==> config.mk <==
export PLATFORM = sky130hd
export DESIGN_NAME = scrub_ctrl
export DESIGN_NICKNAME = d
export VERILOG_FILES = /design/src/rtl/scrub_pkg.sv /design/src/rtl/scrub_timer.sv /design/src/rtl/scrub_addr_gen.sv /design/src/rtl/scrub_err_log.sv /design/src/rtl/scrub_seq.sv /design/src/rtl/scrub_ctrl.sv
export SDC_FILE = /design/constraint.sdc
export NUM_CORES = 1
export LEC_CHECK = 0
export BUFFER_PORTS_ARGS = -buffer_cell sky130_fd_sc_hd__buf_2
export CAP_MARGIN = 20
export CORE_ASPECT_RATIO = 1.75
export CORE_UTILIZATION = 49
export DETAILED_ROUTE_END_ITERATION = 6
export GPL_ROUTABILITY_DRIVEN = 1
export HOLD_SLACK_MARGIN = 0.05
export PLACE_DENSITY = 0.8
export SLEW_MARGIN = 25
export SYNTH_ARGS = -nofsm -noshare
export SYNTH_HDL_FRONTEND = slang
export SYNTH_SLANG_ARGS = --single-unit
==> constraint.sdc <==
create_clock -name clk -period 5.6 [get_ports clk]
set_input_delay 0.56 -clock clk [delete_from_list [all_inputs] [get_ports clk]]
set_output_delay 0.56 -clock clk [all_outputs]
set_load 0.05 [all_outputs]
==> src/rtl/scrub_pkg.sv <==
package scrub_pkg;

    typedef enum logic [2:0] {
        SQ_IDLE     = 3'd0,
        SQ_READ     = 3'd1,
        SQ_WAIT_DEC = 3'd2,
        SQ_WRITE    = 3'd3,
        SQ_WAIT_WR  = 3'd4
    } seq_state_e;

    typedef struct packed {
        seq_state_e state;
        logic       ready;
        logic       sel;
    } seq_regs_t;

endpackage

==> src/rtl/scrub_timer.sv <==
module scrub_timer #(
    parameter int PERIOD_W = 16
) (
    input  logic                clk,
    input  logic                rst_n,
    input  logic [PERIOD_W-1:0] period,
    input  logic                clear,
    output logic                pending
);

    typedef struct packed {
        logic [PERIOD_W-1:0] cnt;
        logic                pend;
    } tmr_regs_t;

    tmr_regs_t r_q, r_d;
    logic      tick;

    always_comb begin
        r_d  = r_q;
        tick = 1'b0;
        if (period == '0) begin
            r_d.cnt = '0;
        end else if (r_q.cnt >= period - 1'b1) begin
            r_d.cnt = '0;
            tick    = 1'b1;
        end else begin
            r_d.cnt = r_q.cnt + 1'b1;
        end
        // a tick in the same cycle as an accept starts a fresh request
        r_d.pend = tick | (r_q.pend & ~clear);
    end

    always_ff @(posedge clk or negedge rst_n) begin
        if (!rst_n) r_q <= '0;
        else        r_q <= r_d;
    end

    assign pending = r_q.pend;

endmodule

==> src/rtl/scrub_addr_gen.sv <==
module scrub_addr_gen #(
    parameter int ADDR_W    = 4,
    parameter int NUM_WORDS = 12
) (
    input  logic              clk,
    input  logic              rst_n,
    input  logic              step,
    output logic [ADDR_W-1:0] addr
);

    localparam logic [ADDR_W-1:0] LAST = ADDR_W'(NUM_WORDS - 1);

    logic [ADDR_W-1:0] addr_q, addr_d, addr_inc;

    generate
        if (NUM_WORDS == (1 << ADDR_W)) begin : g_pow2
            assign addr_inc = addr_q + 1'b1;
        end else begin : g_cmp
            assign addr_inc = (addr_q == LAST) ? '0 : addr_q + 1'b1;
        end
    endgenerate

    always_comb begin
        addr_d = addr_q;
        if (step) addr_d = addr_inc;
    end

    always_ff @(posedge clk or negedge rst_n) begin
        if (!rst_n) addr_q <= '0;
        else        addr_q <= addr_d;
    end

    assign addr = addr_q;

endmodule

==> src/rtl/scrub_err_log.sv <==
module scrub_err_log #(
    parameter int ADDR_W   = 4,
    parameter int ERR_W    = 8,
    parameter bit SATURATE = 1'b1
) (
    input  logic              clk,
    input  logic              rst_n,
    input  logic              hit,
    input  logic [ADDR_W-1:0] addr_in,
    output logic [ERR_W-1:0]  count,
    output logic [ADDR_W-1:0] last_addr
);

    typedef struct packed {
        logic [ERR_W-1:0]  cnt;
        logic [ADDR_W-1:0] addr;
    } log_regs_t;

    log_regs_t         r_q, r_d;
    logic [ERR_W-1:0]  cnt_next;

    generate
        if (SATURATE) begin : g_sat
            assign cnt_next = (&r_q.cnt) ? r_q.cnt : r_q.cnt + 1'b1;
        end else begin : g_wrap
            assign cnt_next = r_q.cnt + 1'b1;
        end
    endgenerate

    always_comb begin
        r_d = r_q;
        if (hit) begin
            r_d.cnt  = cnt_next;
            r_d.addr = addr_in;
        end
    end

    always_ff @(posedge clk or negedge rst_n) begin
        if (!rst_n) r_q <= '0;
        else        r_q <= r_d;
    end

    assign count     = r_q.cnt;
    assign last_addr = r_q.addr;

endmodule

==> src/rtl/scrub_seq.sv <==
module scrub_seq
    import scrub_pkg::*;
(
    input  logic clk,
    input  logic rst_n,
    input  logic pending,
    input  logic user_busy,
    input  logic dec_done,
    input  logic dec_uncorr,
    input  logic wr_done,
    output logic accept,
    output logic step,
    output logic err_hit,
    output logic ready,
    output logic sel,
    output logic rd,
    output logic wr
);

    seq_regs_t r_q, r_d;

    always_comb begin
        r_d     = r_q;
        accept  = 1'b0;
        step    = 1'b0;
        err_hit = 1'b0;
        unique case (r_q.state)
            SQ_IDLE: begin
                if (pending && !user_busy) begin
                    accept    = 1'b1;
                    r_d.state = SQ_READ;
                end
            end
            SQ_READ: r_d.state = SQ_WAIT_DEC;
            SQ_WAIT_DEC: begin
                if (dec_done) begin
                    if (dec_uncorr) begin
                        err_hit   = 1'b1;
                        step      = 1'b1;
                        r_d.state = SQ_IDLE;
                    end else begin
                        r_d.state = SQ_WRITE;
                    end
                end
            end
            SQ_WRITE: r_d.state = SQ_WAIT_WR;
            SQ_WAIT_WR: begin
                if (wr_done) begin
                    step      = 1'b1;
                    r_d.state = SQ_IDLE;
                end
            end
            default: r_d.state = SQ_IDLE;
        endcase
        r_d.ready = (r_d.state == SQ_IDLE);
        r_d.sel   = (r_d.state != SQ_IDLE);
    end

    always_ff @(posedge clk or negedge rst_n) begin
        if (!rst_n) begin
            r_q.state <= SQ_IDLE;
            r_q.ready <= 1'b1;
            r_q.sel   <= 1'b0;
        end else begin
            r_q <= r_d;
        end
    end

    assign ready = r_q.ready;
    assign sel   = r_q.sel;
    assign rd    = (r_q.state == SQ_READ);
    assign wr    = (r_q.state == SQ_WRITE);

endmodule

==> src/rtl/scrub_ctrl.sv <==
module scrub_ctrl #(
    parameter int ADDR_W       = 4,
    parameter int NUM_WORDS    = 12,
    parameter int PERIOD_W     = 16,
    parameter int ERR_W        = 8,
    parameter bit ERR_SATURATE = 1'b1
) (
    input  logic                clk,
    input  logic                rst_n,
    input  logic [PERIOD_W-1:0] cfg_period,
    input  logic                user_busy,
    output logic                usr_ready,
    output logic                codec_sel,
    output logic [ADDR_W-1:0]   scr_addr,
    output logic                scr_rd,
    output logic                scr_wr,
    input  logic                dec_done,
    input  logic                dec_uncorr,
    input  logic                wr_done,
    output logic [ERR_W-1:0]    err_count,
    output logic [ADDR_W-1:0]   err_addr
);

    logic pending, accept, step, err_hit;

    scrub_timer #(.PERIOD_W(PERIOD_W)) u_timer (
        .clk     (clk),
        .rst_n   (rst_n),
        .period  (cfg_period),
        .clear   (accept),
        .pending (pending)
    );

    scrub_seq u_seq (
        .clk        (clk),
        .rst_n      (rst_n),
        .pending    (pending),
        .user_busy  (user_busy),
        .dec_done   (dec_done),
        .dec_uncorr (dec_uncorr),
        .wr_done    (wr_done),
        .accept     (accept),
        .step       (step),
        .err_hit    (err_hit),
        .ready      (usr_ready),
        .sel        (codec_sel),
        .rd         (scr_rd),
        .wr         (scr_wr)
    );

    scrub_addr_gen #(.ADDR_W(ADDR_W), .NUM_WORDS(NUM_WORDS)) u_addr (
        .clk   (clk),
        .rst_n (rst_n),
        .step  (step),
        .addr  (scr_addr)
    );

    scrub_err_log #(.ADDR_W(ADDR_W), .ERR_W(ERR_W), .SATURATE(ERR_SATURATE)) u_log (
        .clk       (clk),
        .rst_n     (rst_n),
        .hit       (err_hit),
        .addr_in   (scr_addr),
        .count     (err_count),
        .last_addr (err_addr)
    );

endmodule

==> impl_metrics.py <==
metrics = {
    "yosys": {
        "synth_top_family_by_area": "simple AND/OR/NAND/NOR gates",
        "synth-compound-area-share_pct": 6.40,
        "postSynthCellCount": 233,
        "ys_seq_area_share_pct": 38.6,
        "yosysUniqueCellTypes": 52,
        "synthSimpleGateAreaFrac_pct": 26.2,
        "synth_top_area_cell": "dfrtp_1",
        "synthFlopType": "dfrtp_1",
        "muxShareOfSynthArea_pct": 3.65,
        "syn_nets": 275,
        "synthTopCellsByArea": "dfrtp_1 (38%), ha_1 (10%), xnor2_1 (6.8%)",
        "synth_fa_ha_area_share_pct": 10.2,
        "syn_area_sq_mm": 0.00246,
        "synth_edf_count": 0,
        "synthXorXnorAreaFrac_pct": 12.4,
        "synth-warning-count": 0,
        "ys_ff_latch": 38,
        "async_flop_share_pct": 100,
        "syn-mean-instance-area_sq_um": 10.6,
        "synth_top_area_share_pct": 37.6,
    },
    "drt": {
        "routedWlPerCell_um": 13.6,
        "drc_errors": 0,
        "drtIter0Drc": 63,
        "dr_total_vias": 1833,
        "drtAntennaViolNets": 0,
        "dr.pass1.iters": 5,
        "routed_via_density": 5.55,
        "drt_wl_total_um": 4480,
    },
    "clocking": {
        "post-cts-setup-buffer-count": 0,
        "numCtsBuffers": 5,
        "cts-root-buf": "clkbuf_8",
        "hold_buffers": 0,
        "cts_tree": "yes",
        "clock_latency_ps": 280,
        "cts_resized": 0,
        "clk_pin_slew_ps": 70,
        "clk_path_buf_depth": 2,
        "clock-sinks": 38,
        "h-tree-depth": 2,
    },
    "finish": {
        "diodes": 0,
        "area_delta_synth_final_pct": 13.2,
        "drive_above_1_share_pct": 27.3,
        "n_fill_cell": 434,
        "final_nets": 319,
        "final_area_sq_mm": 0.00279,
    },
    "sta": {
        "fin_skew_ps": 6.67,
        "finalSetupViolCount": 0,
        "period_minus_slack_ps": 3890,
        "timing.final.ws_setup_ps": 1710,
        "tightestPinTransition_ps": 1020,
        "slew_headroom_pct": 32.0,
        "fin_hold_ws_ps": 361,
        "fin_setup_tns_ps": 0,
        "finalMaxSlewViolations": 0,
        "fin_crit_sh_pct": 69.5,
        "rsz0062_at_grt": "no",
        "fmax_ghz": 0.257,
        "hold_viol": 0,
    },
    "placement": {
        "post-dp-hpwl_um": 3540,
        "place_ws_ps": 1390,
        "portBuffers": 41,
        "dpl_cell_area_sq_mm": 0.00270,
        "gp_congestion": 0.823,
    },
    "power_and_ir_drop": {
        "seq_power_share_pct": 41.8,
        "ir_worst_vdd_uv": 270,
        "p_switching_w": 0.000419,
        "p_int_w": 0.000577,
        "p_clk_share_pct": 18.9,
        "p_leak_nw": 1.32,
        "p_comb_share_pct": 39.4,
        "p_per_area_mw_per_mm2": 357,
        "p_sw_share_pct": 42.1,
    },
    "die": {
        "die_y_um": 95.8,
        "die_w_um": 55.6,
        "die_area_sq_mm": 0.00533,
        "ios": 42,
        "num_rows": 33,
        "coreArea_sq_mm": 0.00475,
        "initial_utilization_pct": 51.9,
    },
    "global_routing": {
        "grt_max_degree": 39,
        "grt_first_pass_wirelength_um": 7940,
        "grt_use_total_pct": 19.1,
        "grt_pass1_vias": 1799,
        "overflow": 0,
        "antenna_found_initial": 0,
    },
    "setup_path": {
        "path_max_fanout": 16,
        "critPathCaptureType": "flip-flop",
        "worstSetupStartpointType": "input port",
        "cp.arrival_ps": 4100,
        "required_ps": 5800,
        "criticalPathCategory": "input port to flip-flop",
    },
    "hold_path": {
        "hp-class": "input port to asynchronous set/reset pin",
    },
    "job": {
        "drv_cap": 0,
    },
    "run_status": {
        "status": "finished, final reports clean",
    },
}
logic make-up (layout without fill, tap and decap cells):
family	count (synthesis)	in the layout
buffers and inverters	11	56
XOR/XNOR	35	35
multiplexers	8	8
flip-flops	38	38
adder cells (fa/ha/maj)	20	20
AND/OR/NAND/NOR	101	101
AO/OA/AOI/OAI	20	20
placed cells by master (no fill, tap or decap), types with 2 or more instances in the layout:
cell type  instances
and2_1             2
dfrtp_1           37
and3b_1            2
buf_2             41
a21oi_1            7
nor2_2             2
o21ai_0            2
nor4_1             2
nor3_1             5
nand4_1            7
and3_1             7
nor3b_1            3
mux2_1             2
inv_1              7
nand3_1            4
nand2_1           21
xnor2_1           19
mux2_2             6
clkbuf_8           6
ha_1              20
nor2_1            22
nor2_4             8
xor2_1            16
routing by layer:
layer | wire length [um] | track usage, % | part of all wire (%)
met1 | 1790 | 22.3 | 40
met2 | 2460 | 34.9 | 55
met4 | 83 | 8.75 | 1.9
met3 | 151 | 2.02 | 3.4
met5 | 0 | 0 | 0
cell usage after synthesis, types with 3 or more instances:
| cell type | n |
|---|---|
| and3_1 | 7 |
| nor3b_1 | 3 |
| ha_1 | 20 |
| nand2_1 | 21 |
| nor3_1 | 5 |
| a21oi_1 | 7 |
| inv_1 | 7 |
| mux2_2 | 6 |
| xor2_1 | 16 |
| dfrtp_1 | 37 |
| nor2_1 | 22 |
| nand3_1 | 4 |
| nor2_4 | 8 |
| xnor2_1 | 19 |
| nand4_1 | 7 |
path summary, 6_finish.rpt:
path / startpoint / endpoint / slack, ps / cells past startpoint
min reg2reg: u_log.count[6]$_DFFE_PN0P_ / u_log.count[6]$_DFFE_PN0P_ / 490 / 1
max: cfg_period[5] / u_timer.r_q[7]$_DFF_PN0_ / 1710 / 12
min in group clk: u_log.count[6]$_DFFE_PN0P_ / u_log.count[6]$_DFFE_PN0P_ / 490 / 1
min: rst_n / u_seq.sel$_DFF_PN0_ / 360 / 1
max in group asynchronous: rst_n / u_log.count[6]$_DFFE_PN0P_ / 4720 / 1
max reg2reg: u_timer.r_q[1]$_DFF_PN0_ / u_timer.r_q[7]$_DFF_PN0_ / 2920 / 7
critical path, stage by stage:
cell and delay [ps]:
buf_2 120, nor4_2 450, nor4b_2 430, nand2_1 150, nor3_1 200, xnor2_1 160, ha_1 290, nand4_2 130
nor2_1 50, a311o_1 360, or4b_1 970, nor2_1 240
flip-flops by register name, indices dropped and copies added, names as in the netlist:
register         count
u_timer.r_q         16
u_log.count          8
u_addr.addr          4
u_log.last_addr      4
u_seq.r_q            3
u_seq.ready          1
u_seq.sel            1
u_timer.pending      1
through the flow:
step           std cells  total power, W  utilization (%)
2_1_floorplan        233        0.000712                -
3_3_place_gp         322        0.000803             56.9
3_5_place_dp         322        0.000817             56.9
4_1_cts              330         0.00101             58.8
5_1_grt              330         0.00106             58.8
6_report             330        0.000997             58.8
power groups by stage:
stage / Combinational [W] / Sequential, W / Clock, W
floorplan: 0.000173 / 0.000540 / 0
global placement: 0.000385 / 0.000417 / 0
detailed placement: 0.000396 / 0.000421 / 0
CTS: 0.000397 / 0.000416 / 0.000194
global route: 0.000429 / 0.000430 / 0.000205
finish: 0.000392 / 0.000416 / 0.000188
cell type report:
type                    count  area, sq um  share of cell area [%]
clock inverters             1         5.00                   0.179
repair buffers             41          205                    7.35
clock buffers               7         86.3                    3.09
flip-flops and latches     38          952                    34.1
multi-input cells         184         1450                    52.0
inverters                   7         26.3                   0.941
well taps                  52         65.1                    2.33
No activity file was read; power rests on OpenSTA's default activity.
